## config.mk

```make
export PLATFORM = sky130hd
export DESIGN_NAME = sgram_cmd_monitor
export DESIGN_NICKNAME = d
export VERILOG_FILES = /design/src/rtl/sgram_mon_pkg.sv /design/src/rtl/sgram_cmd_decode.sv /design/src/rtl/sgram_bank_slot.sv /design/src/rtl/sgram_dqm_pipe.sv /design/src/rtl/sgram_cmd_monitor.sv
export SDC_FILE = /design/constraint.sdc
export NUM_CORES = 1
export LEC_CHECK = 0
export BUFFER_PORTS_ARGS = -buffer_cell sky130_fd_sc_hd__buf_2
export CAP_MARGIN = 30
export CORE_MARGIN = 3
export CORE_UTILIZATION = 50
export DETAILED_ROUTE_END_ITERATION = 8
export PLACE_DENSITY = 0.75
export SLEW_MARGIN = 20
export SYNTH_ARGS = -nofsm -noshare
export SYNTH_HDL_FRONTEND = slang
export SYNTH_SLANG_ARGS = --single-unit
```

## constraint.sdc

```tcl
create_clock -name clk -period 2.32 [get_ports clk]
set_input_delay 0.232 -clock clk [delete_from_list [all_inputs] [get_ports clk]]
set_output_delay 0.232 -clock clk [all_outputs]
set_load 0.05 [all_outputs]
```

## src/rtl/sgram_mon_pkg.sv

```systemverilog
package sgram_mon_pkg;

  typedef enum logic [3:0] {
    CMD_NOP   = 4'd0,
    CMD_DESEL = 4'd1,
    CMD_MRS   = 4'd2,
    CMD_SMRS  = 4'd3,
    CMD_REF   = 4'd4,
    CMD_SREF  = 4'd5,
    CMD_ACT   = 4'd6,
    CMD_RD    = 4'd7,
    CMD_WR    = 4'd8,
    CMD_BWR   = 4'd9,
    CMD_BST   = 4'd10,
    CMD_PRE   = 4'd11,
    CMD_PDOWN = 4'd12,
    CMD_SUSP  = 4'd13
  } cmd_e;

  localparam logic [2:0] BL_CODE_FULL = 3'd7;

endpackage

```

## src/rtl/sgram_cmd_decode.sv

```systemverilog
module sgram_cmd_decode
  import sgram_mon_pkg::*;
(
  input  logic cs_n,
  input  logic ras_n,
  input  logic cas_n,
  input  logic we_n,
  input  logic cke,
  input  logic cke_q,
  input  logic dsf,
  output cmd_e cmd
);

  always_comb begin
    cmd = CMD_NOP;
    if (!cke_q) begin
      cmd = CMD_SUSP;
    end else if (cs_n) begin
      cmd = cke ? CMD_DESEL : CMD_PDOWN;
    end else begin
      case ({ras_n, cas_n, we_n})
        3'b111: cmd = cke ? CMD_NOP : CMD_PDOWN;
        3'b000: cmd = dsf ? CMD_SMRS : CMD_MRS;
        3'b001: cmd = cke ? CMD_REF : CMD_SREF;
        3'b011: cmd = CMD_ACT;
        3'b101: cmd = CMD_RD;
        3'b100: cmd = dsf ? CMD_BWR : CMD_WR;
        3'b110: cmd = CMD_BST;
        default: cmd = CMD_PRE;
      endcase
    end
  end

endmodule

```

## src/rtl/sgram_bank_slot.sv

```systemverilog
module sgram_bank_slot #(
  parameter int CNT_W = 9
) (
  input  logic             clk,
  input  logic             rst,
  input  logic             tick,
  input  logic             open_set,
  input  logic             wpb_val,
  input  logic             close,
  input  logic             ap_load,
  input  logic [CNT_W-1:0] ap_len,
  output logic             is_open,
  output logic             wpb,
  output logic             ap_busy
);

  logic [CNT_W-1:0] ap_cnt;

  assign ap_busy = (ap_cnt != '0);

  always_ff @(posedge clk) begin
    if (rst) begin
      is_open <= 1'b0;
      wpb     <= 1'b0;
      ap_cnt  <= '0;
    end else begin
      if (tick && ap_busy) begin
        ap_cnt <= ap_cnt - 1'b1;
        if (ap_cnt == CNT_W'(1)) is_open <= 1'b0;
      end
      if (open_set) begin
        is_open <= 1'b1;
        wpb     <= wpb_val;
      end
      if (close) begin
        is_open <= 1'b0;
        ap_cnt  <= '0;
      end
      if (ap_load) ap_cnt <= ap_len;
    end
  end

endmodule

```

## src/rtl/sgram_dqm_pipe.sv

```systemverilog
module sgram_dqm_pipe #(
  parameter int W   = 4,
  parameter int LAT = 2
) (
  input  logic         clk,
  input  logic         rst,
  input  logic [W-1:0] din,
  output logic [W-1:0] dout
);

  logic [W-1:0] stage [LAT];

  always_ff @(posedge clk) begin
    if (rst) stage[0] <= '0;
    else     stage[0] <= din;
  end

  for (genvar s = 1; s < LAT; s++) begin : g_stage
    always_ff @(posedge clk) begin
      if (rst) stage[s] <= '0;
      else     stage[s] <= stage[s-1];
    end
  end

  assign dout = stage[LAT-1];

endmodule

```

## src/rtl/sgram_cmd_monitor.sv

```systemverilog
module sgram_cmd_monitor
  import sgram_mon_pkg::*;
#(
  parameter int ADDR_W   = 11,
  parameter int DQM_W    = 4,
  parameter int BANK_BIT = 10,
  parameter int AP_BIT   = 9,
  parameter int PAGE_LEN = 256,
  parameter int RD_LAT   = 2
) (
  input  logic              clk,
  input  logic              rst,
  input  logic              cs_n,
  input  logic              ras_n,
  input  logic              cas_n,
  input  logic              we_n,
  input  logic              cke,
  input  logic              dsf,
  input  logic [DQM_W-1:0]  dqm,
  input  logic [ADDR_W-1:0] addr,
  output logic [3:0]        cmd_o,
  output logic              bank_o,
  output logic              illegal_o,
  output logic [1:0]        open_o,
  output logic              wpb_o,
  output logic [DQM_W-1:0]  wr_mask_o,
  output logic [DQM_W-1:0]  dq_hiz_o
);

  localparam int NBANK = 2;
  localparam int CNT_W = $clog2(PAGE_LEN + 1);

  logic             cke_q;
  cmd_e             dcmd;
  logic             dbank, dall;
  logic [2:0]       bl_code;
  logic [CNT_W-1:0] bus_cnt, blen, col_len;
  logic [NBANK-1:0] b_open, b_wpb, b_ap;
  logic             full_page, is_col, is_wr, bad, legal;
  logic             unused_addr;

  assign unused_addr = ^addr;
  assign dbank       = addr[BANK_BIT];
  assign dall        = addr[AP_BIT];

  sgram_cmd_decode u_dec (
    .cs_n (cs_n),
    .ras_n(ras_n),
    .cas_n(cas_n),
    .we_n (we_n),
    .cke  (cke),
    .cke_q(cke_q),
    .dsf  (dsf),
    .cmd  (dcmd)
  );

  assign full_page = (bl_code == BL_CODE_FULL);

  always_comb begin
    case (bl_code)
      3'd1:    blen = CNT_W'(2);
      3'd2:    blen = CNT_W'(4);
      3'd3:    blen = CNT_W'(8);
      3'd7:    blen = CNT_W'(PAGE_LEN);
      default: blen = CNT_W'(1);
    endcase
  end

  assign is_wr   = (dcmd == CMD_WR) || (dcmd == CMD_BWR);
  assign is_col  = is_wr || (dcmd == CMD_RD);
  assign col_len = (dcmd == CMD_BWR) ? CNT_W'(1) : blen;

  // rule table: any violation blocks every state update
  always_comb begin
    bad = 1'b0;
    case (dcmd)
      CMD_MRS, CMD_REF, CMD_SREF: bad = |b_open;
      CMD_SMRS:                   bad = (bus_cnt != '0);
      CMD_ACT:                    bad = b_open[dbank];
      CMD_RD, CMD_WR, CMD_BWR:    bad = !b_open[dbank] || b_ap[dbank];
      CMD_BST:                    bad = !full_page;
      default:                    bad = 1'b0;
    endcase
  end

  assign legal = !bad;

  for (genvar b = 0; b < NBANK; b++) begin : g_bank
    logic hit;
    assign hit = (int'(dbank) == b);
    sgram_bank_slot #(.CNT_W(CNT_W)) u_slot (
      .clk     (clk),
      .rst     (rst),
      .tick    (cke_q),
      .open_set(legal && (dcmd == CMD_ACT) && hit),
      .wpb_val (dsf),
      .close   (legal && (dcmd == CMD_PRE) && (dall || hit)),
      .ap_load (legal && is_col && dall && hit),
      .ap_len  (col_len),
      .is_open (b_open[b]),
      .wpb     (b_wpb[b]),
      .ap_busy (b_ap[b])
    );
  end

  always_ff @(posedge clk) begin
    if (rst) begin
      cke_q   <= 1'b1;
      bl_code <= 3'd0;
      bus_cnt <= '0;
    end else begin
      cke_q <= cke;
      if (legal && (dcmd == CMD_MRS)) bl_code <= addr[2:0];
      if (cke_q) begin
        if (legal && is_col)                   bus_cnt <= col_len;
        else if (legal && (dcmd == CMD_BST))   bus_cnt <= '0;
        else if (bus_cnt != '0)                bus_cnt <= bus_cnt - 1'b1;
      end
    end
  end

  always_ff @(posedge clk) begin
    if (rst) begin
      cmd_o     <= CMD_NOP;
      bank_o    <= 1'b0;
      illegal_o <= 1'b0;
      wpb_o     <= 1'b0;
      wr_mask_o <= '0;
    end else begin
      cmd_o     <= dcmd;
      bank_o    <= dbank;
      illegal_o <= bad;
      wpb_o     <= legal && is_wr && b_wpb[dbank];
      wr_mask_o <= is_wr ? dqm : '0;
    end
  end

  assign open_o = b_open;

  sgram_dqm_pipe #(.W(DQM_W), .LAT(RD_LAT)) u_dqm (
    .clk (clk),
    .rst (rst),
    .din (dqm),
    .dout(dq_hiz_o)
  );

endmodule

```

==> metrics.txt, run 1 <==
drt drc=0; I/O pin cnt=40; synthesis-stage register bit count=54; vias in the first global route=about 2200; dpl ws=0.0129 ns; ANT cells=0; Synth Instances=324; final WL=roughly 6.0 mm; mean area per synthesized cell=8.44 um2; clk_skew=0.00905 ns; Area Growth Syn to Fin=18.9%; initial drt markers=~170; GRT Total Usage=0.196; Power Density=1100 nW/um2; Num Clock Sinks=54; Synth area leader=dfxtp_1; fin worst setup slack=about 0.052 ns; Fill cells=484; Site Rows=26; critical path type=reg2reg; final hold violation count=0; Async S/R FF share, synth=0; Post-DP Area=roughly 3000 um2; Synth Flop Type=dfxtp_1; nets=399; crit path DAT=approximately 2.5 ns; Slew @ Worst Pin=between 0.7 and 0.8 ns; Avg Vias per Cell=5.48; Post-synth top cells=dfxtp_1, nor2_1, a21oi_1, nand2_1; share of cells above drive strength 1=0.245; VDD IR max=0.528 mV; CTS tree=done; grt total ovfl=0; Hold Slack=0.127 ns; latest clock arrival within the worst-skew pair=just over 0.3 ns; EDFF count, synth=0; DIE WIDTH=79.9 um; largest net degree at the start of global routing=41; Post-CTS Hold Buffers=0; initial antenna violation count=0; RSZ-0062 raised after global routing=true; Sum Neg Setup Slack=0 ns; max-slew violations=0; first-pass iteration count of the detailed router=4; Final Critical Period=2.27 ns; Post-Layout Cell Count=442; status=complete, no violations; Critical Path RT=2.54 ns; vias after detailed routing=2420; Yosys warning count=0; sequential fraction of the synthesis area=0.395; Max Clock Freq=441 MHz; Max-Cap Viols=0; post-synthesis net count=352; critical path fanouts, max=8; core area=5200 um2; HP Class=in2reg; CP endpoint kind=register; top cells by area, synth=dfxtp_1, nor2_1, xnor2_1, nor2b_1, a21oi_1; Reg clk slew, reported paths=0.10 ns; RePlAce Congestion=roughly 0.87; Max-Slew Margin vs Limit=0.515; global-route wire length before repair=10.0 mm; Worst setup SP type=register; Seq. cell area=1080 um2; synthesized area=2730 um2; # setup viols final=0; CTS buffer count=5; post-synth cell types=57; PortBufs=33; most frequent cell after synthesis=dfxtp_1; final instance area=approximately 3300 um2; die height=around 80 um; crit share post-route=0.978; Antenna Violating Nets Remaining=0; clock buffer depth=2; DR WL/cell=approximately 13 um; initial core utilization=0.525; DPL Wire Length=~4.3 mm; Post-Place Cells=~430; reg2reg setup slack=0.05 ns; leakage=0.00135 uW; Multi-input gate area=1600 um2; clock root cell=clkbuf_8; Yosys top cell area share=0.395; H-tree Lvls=2; die area=6390 um2
[timing repair]
item,in CTS,in global routing
setup buffers,0,1
gates cloned,0,0
pin swaps,2,7
setup endpoints to repair,2,20
gates resized for setup,1,21
[metal layers]
metal / vias up / wire (um) / part of all wire / GRT usage
met5: - / 0 / 0 / 0
met4: 0 / 57 / 0.0096 / 0.0524
met3: 5 / 336 / 0.056 / 0.0418
met2: 55 / 2710 / 0.45 / 0.306
met1: 1125 / 2860 / 0.48 / 0.274
li1: 1235 / - / - / -
[power breakdown]
part | leakage, uW | internal, uW | switching [uW]
sequential | 0.000444 | 1120 | 170
combinational | 0.000842 | 809 | 834
clock | 0.0000591 | 330 | 326
[per-stage QoR]
step           power, uW  utilization
2_1_floorplan       2460            -
3_3_place_gp        2800        0.584
3_5_place_dp        2840        0.584
4_1_cts             3510        0.607
5_1_grt             3900        0.625
6_report            3590        0.625
[kinds of logic after synthesis]
| group | synth area share |
|---|---|
| flops | 0.395 |
| simple gates | 0.293 |
| mux | 0.0334 |
| compound gates | 0.152 |
| buf+inv | 0.0517 |
| fa+ha+maj | 0.0229 |
| xor+xnor | 0.0513 |
[registers in the layout, summed over array words and instances, names as in the netlist]
name	flops
bank_o	1
g_bank.u_slot.wpb	2
bus_cnt	9
wr_mask_o	4
cmd_o	4
bl_code	3
wpb_o	1
g_bank.u_slot.ap_cnt	18
cke_q	1
illegal_o	1
u_dqm.stage	8
g_bank.u_slot.is_open	2
[final cells by class]
class | count | share of cell area
repair buffers | 54 | 0.0993
well taps | 70 | 0.0269
clock inverters | 3 | 0.0146
flip-flops and latches | 54 | 0.334
inverters | 12 | 0.0139
clock buffers | 5 | 0.0212
multi-input cells | 244 | 0.491
[cell usage in the layout, fill, tap and decap left out, types with 2 or more instances in the layout]
| master | Yosys | routed |
|---|---|---|
| or4_1 | 2 | 2 |
| xnor2_1 | 11 | 11 |
| ha_1 | 5 | 4 |
| nor4_1 | 4 | 4 |
| dfxtp_2 | 0 | 3 |
| nor4b_1 | 3 | 3 |
| and3_2 | 0 | 2 |
| o2111ai_1 | 2 | 2 |
| o31a_1 | 2 | 2 |
| inv_6 | 0 | 2 |
| nand4_1 | 3 | 3 |
| nor2_1 | 51 | 50 |
| dfxtp_1 | 54 | 51 |
| nor3_1 | 14 | 14 |
| a21oi_1 | 17 | 17 |
| nand2_1 | 17 | 17 |
| a41oi_1 | 2 | 2 |
| o21ai_0 | 11 | 11 |
| nand3_1 | 14 | 14 |
| nor2b_1 | 14 | 13 |
| nand3b_1 | 2 | 2 |
| a211oi_1 | 6 | 5 |
| inv_2 | 0 | 2 |
| a31oi_1 | 3 | 3 |
| xor2_1 | 5 | 5 |
| and2_1 | 8 | 7 |
| inv_1 | 12 | 10 |
| mux2i_1 | 8 | 7 |
| clkbuf_8 | 1 | 5 |
| buf_2 | 3 | 33 |
| nand2b_1 | 4 | 4 |
| or3_1 | 5 | 5 |
| buf_4 | 4 | 21 |
[worst max-delay path, stage by stage (launching register included)]
cell and delay, ns:
dfxtp_2 0.34, inv_2 0.06, ha_4 0.13, or4b_4 0.45, o31a_1 0.33, and2_4 0.17
mux2i_4 0.16, o22ai_4 0.15, nor2b_4 0.18, a2111oi_2 0.20
[final timing paths]
kind / start / to / cells past startpoint
min: dqm[0] / wr_mask_o[0] / 2
max reg2reg: bus_cnt[1] / bus_cnt[2] / 9
max: bus_cnt[1] / bus_cnt[2] / 9
min reg2reg: u_dqm.stage[0][2] / u_dqm.stage[1][2] / 1
Power figures use the tool's default switching activity.
==> run 2, diff against run 1 <==
--- a/config.mk
+++ b/config.mk
@@ -10,6 +10,7 @@
 export CORE_MARGIN = 3
 export CORE_UTILIZATION = 50
 export DETAILED_ROUTE_END_ITERATION = 8
+export GPL_TIMING_DRIVEN = 0
 export PLACE_DENSITY = 0.75
 export SLEW_MARGIN = 20
 export SYNTH_ARGS = -nofsm -noshare
==> run 2 against run 1 <==
Count of clock-buffer cells in the layout did not move. Hold slack worse by 0.0080 ns. Sequential power barely moved. Fmax decreased by 2.0%. Global-route usage rose by 0.84 points. Sequential cell count did not move. Final area rose by 0.19%. Register-to-register slack lost 0.05 ns. Largest power group unchanged. Routed wire length grew 11%.
==> metrics.txt, run 2 (synthesis gave the netlist of run 1 again) <==
status=complete, no violations; crit share post-route=0.998 (+0.0203); Power Density=1070 nW/um2 (-3.5%); initial drt markers=201 (+19%); global-route wire length before repair=10.4 mm (+3.6%); crit-path max cell delay=0.45 ns (about the same); Sum Neg Setup Slack=0 ns (unchanged); max FFs per register=18 (unchanged); final WL=6.65 mm (+11%); CP Cell Sequence=inv_2 -> ha_4 -> or4b_4 -> o31a_1 -> and2_4 -> mux2i_4 -> o22ai_4 -> nor3b_1 -> a2111oi_2; Site Rows=26 (unchanged); largest net degree at the start of global routing=19 (-54%); HP Class=in2reg; Max-Slew Margin vs Limit=0.357 (-0.158); first-pass iteration count of the detailed router=6 (+2); nets=398 (-0.25%); Critical-path top delay cell=or4b_4; critical path fanouts, max=8 (unchanged); clock root cell=clkbuf_8; Fill cells=468 (-3.3%); share of cells above drive strength 1=0.245 (+0.000659); fin worst setup slack=0.00486 ns (-0.0470 ns); RePlAce Congestion=0.813 (-6.9%); final hold violation count=0 (unchanged); vias after detailed routing=2519 (+4.1%); initial antenna violation count=0 (unchanged); ANT cells=0 (unchanged); Area Growth Syn to Fin=19.2%; grt total ovfl=0 (unchanged); Seq. cell area=1090 um2 (+0.35%); CP top delay family=simple AND/OR/NAND/NOR gates; drt drc=0 (unchanged); crit path DAT=2.51 ns (+0.03 ns); CTS tree=done; Max-Cap Viols=0 (unchanged); Reg with most FFs=g_bank.u_slot.ap_cnt; Final Critical Period=2.32 ns (+0.0470 ns); vias in the first global route=2252 (+4.3%); Multi-input gate area=1640 um2 (+3.1%); PortBufs=32 (-3.0%); # setup viols final=0 (unchanged); Antenna Violating Nets Remaining=0 (unchanged); met2 WL=3.08 mm (+14%); top flop regs=g_bank.u_slot.ap_cnt: 18 flops, bus_cnt: 9 flops, u_dqm.stage: 8 flops; Pwr Total=3470 uW (-3.3%); dpl ws=-0.239 ns (-0.252 ns); Crit path buffers/inverters=1 (unchanged); Reg clk slew, reported paths=0.10 ns (about the same); most frequent cells in the layout=nor2_1, dfxtp_1, buf_2; met3 WL=527 um (+57%); leakage=0.00132 uW (-1.7%); final instance area=3260 um2 (+0.19%); initial core utilization=0.525 (unchanged); critical path type=reg2reg; Num Clock Sinks=54 (unchanged); hold wc startpoint=dqm[3]; Post-DP Area=2980 um2 (-1.9%); max-slew violations=0 (unchanged); DR WL/cell=15.1 um (+12%); die height=79.9 um (unchanged); M1 wire length=2.90 mm (+1.6%); clock buffer depth=2 (unchanged); Max Clock Freq=432 MHz (-2.0%); I/O pin cnt=40 (unchanged); die area=6390 um2 (unchanged); latest clock arrival within the worst-skew pair=0.32 ns (about the same); fin util=0.626 (+0.00120); Slew @ Worst Pin=0.950 ns (+0.223 ns); top layer in use=met4; CP startpoint=bus_cnt[0]; clk_skew=0.0106 ns (+0.00155 ns); Avg Vias per Cell=5.71 (+4.3%); H-tree Lvls=2 (unchanged); RR Startpoint=bus_cnt[0]; CTS buffer count=5 (unchanged); VDD IR max=0.526 mV (-0.43%); GRT Total Usage=0.205 (+0.00836); DPL Wire Length=4.60 mm (+5.7%); RSZ-0062 raised after global routing=true; Critical Path RT=2.52 ns (-0.02 ns); CP endpoint kind=register; Worst setup SP type=register; DIE WIDTH=79.9 um (unchanged); core area=5200 um2 (unchanged)
[run 2: metrics by stage]
| step | instances | hold slack, ns |
|---|---|---|
| finish | 441 | 0.119 |
| global placement | 426 | 0.419 |
| global route | 441 | 0.130 |
| CTS | 438 | 0.115 |
| detailed placement | 426 | 0.427 |
| floorplan | 324 | 0.350 |
[run 2: layout make-up]
cell class	count	share of cell area
multi-input cells	245	0.505
clock buffers	5	0.0211
clock inverters	3	0.00768
repair buffers	39	0.0653
flip-flops and latches	54	0.334
well taps	70	0.0269
inverters	12	0.0138
plain buffers	13	0.0265
[run 2: worst paths after layout]
path                       endpoint  slack (ns)  depth (start not counted)
setup / recovery         bus_cnt[2]       0.005                          9
hold / removal         wr_mask_o[3]        0.12                          2
setup reg to reg         bus_cnt[2]       0.005                          9
hold reg to reg   u_dqm.stage[1][1]        0.45                          1
[run 2: repair_timing]
action                     4_1_cts  5_1_grt
setup buffers                    4        3
cloned                           0        1
hold buffers                     0        0
resized for setup               13       19
pin swaps                        8        4
setup endpoints to repair       26       28
[run 2: routing by layer]
layer,global-route usage,up-vias
met5,0,-
met3,0.0451,18
met2,0.333,117
met4,0.0794,0
met1,0.263,1155
li1,-,1229
[run 2: power breakdown]
part           switching, uW  leakage [uW]  internal (uW)  total [uW]
registers                199      0.000444           1130        1320
logic                    841      0.000834            754        1590
clock network            335     0.0000447            219         553
